### config.mk
export PLATFORM = sky130hd
export DESIGN_NAME = spi_fifo_stat
export DESIGN_NICKNAME = d
export VERILOG_FILES = /design/src/rtl/spi_fs_pkg.sv /design/src/rtl/sfs_fifo.sv /design/src/rtl/sfs_flags.sv /design/src/rtl/spi_fifo_stat.sv
export SDC_FILE = /design/constraint.sdc
export NUM_CORES = 1
export LEC_CHECK = 0
export CORE_MARGIN = 2
export CORE_UTILIZATION = 25
export DETAILED_ROUTE_END_ITERATION = 8
export PLACE_DENSITY = 0.47
export SLEW_MARGIN = 0
export SYNTH_ARGS = -nofsm -noshare
export SYNTH_HDL_FRONTEND = slang
export SYNTH_SLANG_ARGS = --single-unit
### constraint.sdc
create_clock -name clk -period 4.49 [get_ports clk]
set_clock_uncertainty 0.1 [all_clocks]
set_input_delay 0.6735 -clock clk [delete_from_list [all_inputs] [get_ports clk]]
set_output_delay 0.6735 -clock clk [all_outputs]
set_load 0.02 [all_outputs]
### src/rtl/spi_fs_pkg.sv
package spi_fs_pkg;

    // register byte offsets
    localparam logic [5:0] A_PARAM  = 6'h00;
    localparam logic [5:0] A_CTRL   = 6'h04;
    localparam logic [5:0] A_STAT   = 6'h08;
    localparam logic [5:0] A_IEN    = 6'h0C;
    localparam logic [5:0] A_WMARK  = 6'h10;
    localparam logic [5:0] A_FSTAT  = 6'h14;
    localparam logic [5:0] A_TXDATA = 6'h18;
    localparam logic [5:0] A_RXSTAT = 6'h1C;
    localparam logic [5:0] A_RXDATA = 6'h20;

    // status / enable bit positions
    localparam int B_TXREQ = 0;
    localparam int B_RXRDY = 1;
    localparam int B_FRAME = 9;
    localparam int B_XFER  = 10;
    localparam int B_TXOVF = 11;
    localparam int B_RXUNF = 12;
    localparam int B_BUSY  = 24;

    localparam int EVT_LO = 9;
    localparam int EVT_N  = 4;

    localparam logic [31:0] IEN_KEEP = 32'h0000_1E03;

    // control bit positions
    localparam int C_EN    = 0;
    localparam int C_SRST  = 1;
    localparam int C_FLTX  = 8;
    localparam int C_FLRX  = 9;

    typedef enum logic [3:0] {
        SEL_PARAM,
        SEL_CTRL,
        SEL_STAT,
        SEL_IEN,
        SEL_WMARK,
        SEL_FSTAT,
        SEL_TXDATA,
        SEL_RXSTAT,
        SEL_RXDATA,
        SEL_NONE
    } reg_sel_e;

    function automatic reg_sel_e decode_sel(input logic [5:0] a);
        reg_sel_e s;
        unique case (a)
            A_PARAM:  s = SEL_PARAM;
            A_CTRL:   s = SEL_CTRL;
            A_STAT:   s = SEL_STAT;
            A_IEN:    s = SEL_IEN;
            A_WMARK:  s = SEL_WMARK;
            A_FSTAT:  s = SEL_FSTAT;
            A_TXDATA: s = SEL_TXDATA;
            A_RXSTAT: s = SEL_RXSTAT;
            A_RXDATA: s = SEL_RXDATA;
            default:  s = SEL_NONE;
        endcase
        return s;
    endfunction

endpackage

### src/rtl/sfs_fifo.sv
module sfs_fifo #(
    parameter int DW  = 32,
    parameter int AL2 = 2
) (
    input  logic           clk,
    input  logic           rst_n,
    input  logic           clr,
    input  logic           push,
    input  logic [DW-1:0]  din,
    input  logic           pop,
    output logic [DW-1:0]  dout,
    output logic [AL2:0]   count,
    output logic           full,
    output logic           empty
);
    localparam int DEPTH = 1 << AL2;
    localparam int CW    = AL2 + 1;

    logic [DW-1:0]  mem [DEPTH];
    logic [AL2-1:0] wr_ptr, rd_ptr;
    logic           push_ok, pop_ok;

    assign full    = (count == CW'(DEPTH));
    assign empty   = (count == '0);
    assign push_ok = push && !full;
    assign pop_ok  = pop && !empty;
    assign dout    = empty ? '0 : mem[rd_ptr];

    always_ff @(posedge clk) begin
        if (!rst_n || clr) begin
            wr_ptr <= '0;
            rd_ptr <= '0;
            count  <= '0;
        end else begin
            if (push_ok) wr_ptr <= wr_ptr + 1'b1;
            if (pop_ok)  rd_ptr <= rd_ptr + 1'b1;
            count <= count + CW'(push_ok) - CW'(pop_ok);
        end
    end

    always_ff @(posedge clk) begin
        if (push_ok && !clr) mem[wr_ptr] <= din;
    end

    AST_CNT_BOUND: assert property (@(posedge clk) disable iff (!rst_n)
        count <= CW'(DEPTH));
    AST_FULL_HOLD: assert property (@(posedge clk) disable iff (!rst_n)
        (full && push && !pop && !clr) |=> (full && $stable(wr_ptr)));
    AST_EMPTY_HOLD: assert property (@(posedge clk) disable iff (!rst_n)
        (empty && pop && !push && !clr) |=> (empty && $stable(rd_ptr)));
    AST_CLR_EMPTIES: assert property (@(posedge clk) disable iff (!rst_n)
        clr |=> empty);

endmodule

### src/rtl/sfs_flags.sv
module sfs_flags
    import spi_fs_pkg::*;
#(
    parameter int TXCW = 3,
    parameter int RXCW = 3
) (
    input  logic             clk,
    input  logic             rst_n,
    input  logic             clr,
    input  logic [TXCW-1:0]  tx_count,
    input  logic [RXCW-1:0]  rx_count,
    input  logic [TXCW-1:0]  tx_wm,
    input  logic [RXCW-1:0]  rx_wm,
    input  logic [EVT_N-1:0] evt_set,
    input  logic             w1c_wr,
    input  logic [EVT_N-1:0] w1c_bits,
    input  logic             ien_wr,
    input  logic [31:0]      ien_wdata,
    input  logic             busy,
    output logic [31:0]      status,
    output logic [31:0]      ien,
    output logic             irq
);
    logic [EVT_N-1:0] evt_q;
    logic [EVT_N-1:0] evt_clr;

    assign evt_clr = w1c_wr ? w1c_bits : '0;

    // event flags: a new pulse wins over a clearing write in the same cycle
    always_ff @(posedge clk) begin
        if (!rst_n || clr) begin
            evt_q <= '0;
        end else begin
            for (int i = 0; i < EVT_N; i++) begin
                evt_q[i] <= evt_set[i] | (evt_q[i] & ~evt_clr[i]);
            end
        end
    end

    always_ff @(posedge clk) begin
        if (!rst_n || clr) begin
            ien <= '0;
        end else if (ien_wr) begin
            ien <= ien_wdata & IEN_KEEP;
        end
    end

    always_comb begin
        status                        = '0;
        status[B_TXREQ]               = (tx_count <= tx_wm);
        status[B_RXRDY]               = (rx_count > rx_wm);
        status[EVT_LO +: EVT_N]       = evt_q;
        status[B_BUSY]                = busy;
    end

    assign irq = |(status & ien);

    AST_EVT_HOLD: assert property (@(posedge clk) disable iff (!rst_n)
        (status[B_FRAME] && !clr && !(w1c_wr && w1c_bits[B_FRAME-EVT_LO]))
        |=> status[B_FRAME]);
    AST_EVT_SET: assert property (@(posedge clk) disable iff (!rst_n)
        (evt_set[B_XFER-EVT_LO] && !clr) |=> status[B_XFER]);
    AST_W1C_CLEARS: assert property (@(posedge clk) disable iff (!rst_n)
        (w1c_wr && w1c_bits[B_TXOVF-EVT_LO] && !evt_set[B_TXOVF-EVT_LO])
        |=> !status[B_TXOVF]);

endmodule

### src/rtl/spi_fifo_stat.sv
module spi_fifo_stat
    import spi_fs_pkg::*;
#(
    parameter int DW      = 32,
    parameter int TX_AL2  = 2,
    parameter int RX_AL2  = 2
) (
    input  logic          clk,
    input  logic          rst_n,
    input  logic          reg_wr,
    input  logic          reg_rd,
    input  logic [5:0]    reg_addr,
    input  logic [31:0]   reg_wdata,
    output logic [31:0]   reg_rdata,
    output logic [DW-1:0] eng_tx_data,
    output logic          eng_tx_avail,
    input  logic          eng_pop,
    input  logic          eng_push,
    input  logic [DW-1:0] eng_rx_data,
    input  logic          eng_frame_end,
    input  logic          eng_xfer_end,
    input  logic          eng_busy,
    output logic          irq
);
    localparam int TXCW = TX_AL2 + 1;
    localparam int RXCW = RX_AL2 + 1;

    reg_sel_e          sel;
    logic              en_q;
    logic [TXCW-1:0]   tx_wm_q;
    logic [RXCW-1:0]   rx_wm_q;
    logic              wr_ctrl, srst, tx_clr, rx_clr;
    logic              tx_push, rx_pop;
    logic [DW-1:0]     rx_head;
    logic [TXCW-1:0]   tx_count;
    logic [RXCW-1:0]   rx_count;
    logic              tx_full, tx_empty, rx_full, rx_empty;
    logic [EVT_N-1:0]  evt_set;
    logic [31:0]       status, ien;
    logic              unused_bits;

    assign sel      = decode_sel(reg_addr);
    assign wr_ctrl  = reg_wr && (sel == SEL_CTRL);
    assign srst     = wr_ctrl && reg_wdata[C_SRST];
    assign tx_clr   = srst || (wr_ctrl && reg_wdata[C_FLTX]);
    assign rx_clr   = srst || (wr_ctrl && reg_wdata[C_FLRX]);
    assign tx_push  = reg_wr && (sel == SEL_TXDATA);
    assign rx_pop   = reg_rd && (sel == SEL_RXDATA);
    assign unused_bits = ^{rx_full, reg_wdata};

    always_ff @(posedge clk) begin
        if (!rst_n || srst) begin
            en_q    <= 1'b0;
            tx_wm_q <= '0;
            rx_wm_q <= '0;
        end else begin
            if (wr_ctrl) en_q <= reg_wdata[C_EN];
            if (reg_wr && (sel == SEL_WMARK)) begin
                tx_wm_q <= reg_wdata[TXCW-1:0];
                rx_wm_q <= reg_wdata[16 +: RXCW];
            end
        end
    end

    sfs_fifo #(.DW(DW), .AL2(TX_AL2)) u_txq (
        .clk   (clk),
        .rst_n (rst_n),
        .clr   (tx_clr),
        .push  (tx_push),
        .din   (reg_wdata[DW-1:0]),
        .pop   (eng_pop && en_q),
        .dout  (eng_tx_data),
        .count (tx_count),
        .full  (tx_full),
        .empty (tx_empty)
    );

    sfs_fifo #(.DW(DW), .AL2(RX_AL2)) u_rxq (
        .clk   (clk),
        .rst_n (rst_n),
        .clr   (rx_clr),
        .push  (eng_push && en_q),
        .din   (eng_rx_data),
        .pop   (rx_pop),
        .dout  (rx_head),
        .count (rx_count),
        .full  (rx_full),
        .empty (rx_empty)
    );

    assign eng_tx_avail = !tx_empty;

    always_comb begin
        evt_set                  = '0;
        evt_set[B_FRAME-EVT_LO]  = eng_frame_end && en_q;
        evt_set[B_XFER-EVT_LO]   = eng_xfer_end && en_q;
        evt_set[B_TXOVF-EVT_LO]  = tx_push && tx_full;
        evt_set[B_RXUNF-EVT_LO]  = rx_pop && rx_empty;
    end

    sfs_flags #(.TXCW(TXCW), .RXCW(RXCW)) u_flags (
        .clk       (clk),
        .rst_n     (rst_n),
        .clr       (srst),
        .tx_count  (tx_count),
        .rx_count  (rx_count),
        .tx_wm     (tx_wm_q),
        .rx_wm     (rx_wm_q),
        .evt_set   (evt_set),
        .w1c_wr    (reg_wr && (sel == SEL_STAT)),
        .w1c_bits  (reg_wdata[EVT_LO +: EVT_N]),
        .ien_wr    (reg_wr && (sel == SEL_IEN)),
        .ien_wdata (reg_wdata),
        .busy      (eng_busy),
        .status    (status),
        .ien       (ien),
        .irq       (irq)
    );

    always_comb begin
        reg_rdata = '0;
        unique case (sel)
            SEL_PARAM:  begin
                reg_rdata[3:0]  = 4'(TX_AL2);
                reg_rdata[11:8] = 4'(RX_AL2);
            end
            SEL_CTRL:   reg_rdata[C_EN] = en_q;
            SEL_STAT:   reg_rdata = status;
            SEL_IEN:    reg_rdata = ien;
            SEL_WMARK:  begin
                reg_rdata[TXCW-1:0]    = tx_wm_q;
                reg_rdata[16 +: RXCW]  = rx_wm_q;
            end
            SEL_FSTAT:  begin
                reg_rdata[7:0]        = 8'(tx_count);
                reg_rdata[16 +: RXCW] = rx_count;
            end
            SEL_RXSTAT: reg_rdata[1] = rx_empty;
            SEL_RXDATA: reg_rdata[DW-1:0] = rx_head;
            SEL_TXDATA, SEL_NONE: reg_rdata = '0;
        endcase
    end

    AST_OFF_NO_DRAIN: assert property (@(posedge clk) disable iff (!rst_n)
        (!en_q && !tx_clr) |=> (tx_count >= $past(tx_count)));
    AST_OFF_NO_FILL: assert property (@(posedge clk) disable iff (!rst_n)
        (!en_q && !rx_clr && !rx_pop) |=> $stable(rx_count));
    AST_SRST_QUIET: assert property (@(posedge clk) disable iff (!rst_n)
        srst |=> (!irq && !en_q));

endmodule

==> summary.md <==
| Metric | Value |
|---|---|
| Cell variety after synth | `45` |
| Final setup fails | `0` |
| Num CTS Buffers | `35` |
| Placed cell count | `1391` |
| Drt first pass iters | `4` |
| Worst EP arrival | `3.29 ns` |
| I/O Pins | `145` |
| Synth area leader | `edfxtp_1` |
| Ys Warns | `0` |
| Fin. max-slew vios | `0` |
| P&R area growth vs syn | `28.35%` |
| CP top delay family | `simple AND/OR/NAND/NOR gates` |
| Root buffer cell | `clkbuf_16` |
| CP endpoint kind | `primary output` |
| Yosys top cell area share | `65.92%` |
| RSZ-0062 raised after global routing | `no` |
| Syn Std Cell Area | `0.01166 mm2` |
| Buffers on Ports | `144` |
| Leading cell type in the layout, fill and taps excluded | `edfxtp_1` |
| Seq/Total Area, Yosys | `71.93%` |
| Maximum vdd drop | `0.2286 mV` |
| Post-CTS setup buffers | `0` |
| Die area | `0.04839 mm2` |
| Buf/Inv on CP | `3` |
| Clock sink count | `291` |
| Synth Net Count | `745` |
| CP most frequent cell | `clkdlybuf4s50_1` |
| Layout cell share with drive strength beyond 1 | `19.45%` |
| Setup crit start kind | `primary input` |
| Most frequent cells in the layout | `edfxtp_1 (256), clkdlybuf4s50_1 (136), mux4_2 (64)` |
| Rows | `79` |
| Longest Clk Path Bufs | `3` |
| Hold WC Path Type | `reg2reg` |
| DRC viols | `0` |
| Crit Path Max Fanout | `10` |
| Drt initial violations | `454` |
| Mapped Cells | `646` |
| CTS tree | `built` |
| Worst Setup Path Type | `in2out` |
| Final Critical Period | `4.059 ns` |
| Antenna violations before repair | `1` |
| Resized cells post-CTS | `0` |
| TNS Setup | `0 ns` |
| Starting Density | `25.21%` |
| Gpl congestion | `0.7497` |
| Period utilisation layout | `90.40%` |
| Post-Route WL | `28.03 mm` |
| Nets | `920` |
| Final hold vios | `0` |
| Syn avg cell area | `18.05 um2` |
| Post-CTS Hold Buffers | `0` |
| Post-DP HPWL | `18.24 mm` |
| DRT antenna net count | `0` |
| Leak | `0.004863 uW` |
| Pin count of the biggest net entering global routing | `33` |
| Synth async-reset ratio | `0%` |
| Vias post-DR | `6285` |
| Antenna cell count | `0` |
| Clk_lat worst skew | `0.52 ns` |
| Global-route wire length before repair | `41.23 mm` |
| #FFs+latches synth | `291` |
| Routed length per placed instance | `19.33 um` |
| Overflow left after global routing | `0` |
| Worst-path cell chain | `clkdlybuf4s50_1 > nor3_1 > and3_1 > a222oi_1 > inv_1 > clkdlybuf4s50_1` |
| Worst relative slew slack | `36.45%` |
| Crit-path slowest cell | `nor3_1` |
| Critical path required time | `3.72 ns` |
| GR Util All Layers | `11.60%` |
| Max stage delay on crit path | `0.67 ns` |
| Via density per instance | `4.334` |
| Clk slew on worst S/H paths | `0.06 ns` |
| Final Non-Filler Cells | `1450` |
| H-tree depth | `2` |
| Final core occ | `32.35%` |
| Post-synth EDFFs | `256` |
| Core area | `0.04626 mm2` |
| Worst-margin pin slew | `0.9533 ns` |
| Status | `completed` |
| Main area contributors after synthesis | `edfxtp_1 (66%), mux4_2 (12%), dfxtp_1 (6.0%), and2_1 (3.1%), ha_1 (1.9%)` |
| Die X | `220.0 um` |
| Synth Flop Type | `edfxtp_1` |
| Max Clk Rate | `0.2464 GHz` |
| Vias in the first global route | `6490` |
| Die Height | `220.0 um` |
| PwrDens | `379.8 mW/mm2` |
| Max_cap viols | `0` |
metal layers:
| metal | GRT usage, % | up-vias | share of wire (%) |
|---|---|---|---|
| li1 | - | 2878 | - |
| met3 | 3.437 | 39 | 7.2 |
| met5 | 0 | - | 0.046 |
| met1 | 15.49 | 3177 | 46 |
| met4 | 3.512 | 2 | 1.8 |
| met2 | 18.17 | 189 | 45 |
path summary, 6_finish.rpt:
check / startpoint / to / slack, ns / cells past startpoint
setup / recovery: reg_addr[5] / reg_rdata[16] / 0.43 / 6
hold / removal: u_flags.ien[0] / u_flags.ien[0] / 0.38 / 2
setup reg to reg: u_txq.count[1] / u_txq.count[2] / 1.66 / 8
hold reg to reg: u_flags.ien[0] / u_flags.ien[0] / 0.38 / 2
registers in the layout (all words and copies together) (netlist names), named ones only:
register / count
u_txq.count: 3
u_rxq.wr_ptr: 2
u_txq.rd_ptr: 2
u_rxq.rd_ptr: 2
tx_wm_q: 3
u_txq.wr_ptr: 2
u_txq.mem: 128
u_flags.evt_q: 4
u_flags.ien: 6
u_rxq.mem: 128
rx_wm_q: 3
en_q: 1
u_rxq.count: 3
through the flow:
| stage | cell area, um2 | hold slack, ns | power (uW) | setup WS (ns) |
|---|---|---|---|---|
| final | 14970 | 0.3814 | 5685 | 0.4310 |
| after global routing | 14970 | 0.4043 | 5893 | 0.3796 |
| after CTS | 14970 | 0.3803 | 5792 | 0.4602 |
| after detailed placement | 13910 | 0.3688 | 3142 | 0.4787 |
| after global placement | 13910 | 0.3659 | 3140 | 0.4467 |
| after floorplan | 11660 | 0.3489 | 3026 | 1.722 |
worst register-to-register path, cell delays in order, from the launching register on:
cell	delay, ns
dfxtp_1	0.39
or3_1	0.74
and3_1	0.39
ha_1	0.28
inv_1	0.04
ha_1	0.19
fa_1	0.39
xnor2_1	0.16
nor2_1	0.05
Yosys cell counts (3+ instances only):
library cell	count
edfxtp_1	256
mux4_2	64
and2_1	58
dfxtp_1	35
inv_1	25
nor2_1	23
nand2_1	22
clkbuf_1	19
ha_1	18
a21oi_1	14
nand3_1	11
buf_2	8
mux2i_1	8
nand4_1	6
xnor2_1	6
a22oi_1	5
and3_1	5
o21ai_0	5
a222oi_1	4
and2_2	4
nor2b_1	4
nor3_1	4
or3_1	4
a21bo_2	3
a22o_1	3
o21ai_1	3
xor2_1	3
final cells by class:
class	instances	area [um2]
fill	4539	31290
clock inverter	16	116.4
clock buffer	43	935.9
tap	607	759.5
multi-input combinational	300	3054
timing repair buffer	168	1614
inverter	25	93.84
sequential	291	8393
report_power, final:
group | switching (uW) | internal (uW)
Clock | 1070 | 1530
Combinational | 67.3 | 74.7
Sequential | 1.18 | 2940
Total | 1130 | 4550
kinds of logic after synthesis:
kind of cell / Yosys count / share of synthesized area [%]
AO/OA/AOI/OAI: 47 / 2.801
XOR/XNOR: 9 / 0.6760
adder cells (fa/ha/maj): 20 / 2.275
buffers and inverters: 55 / 1.921
flip-flops: 291 / 71.93
multiplexers: 72 / 13.05
AND/OR/NAND/NOR: 152 / 7.350
No activity file was read; power rests on OpenSTA's default activity.
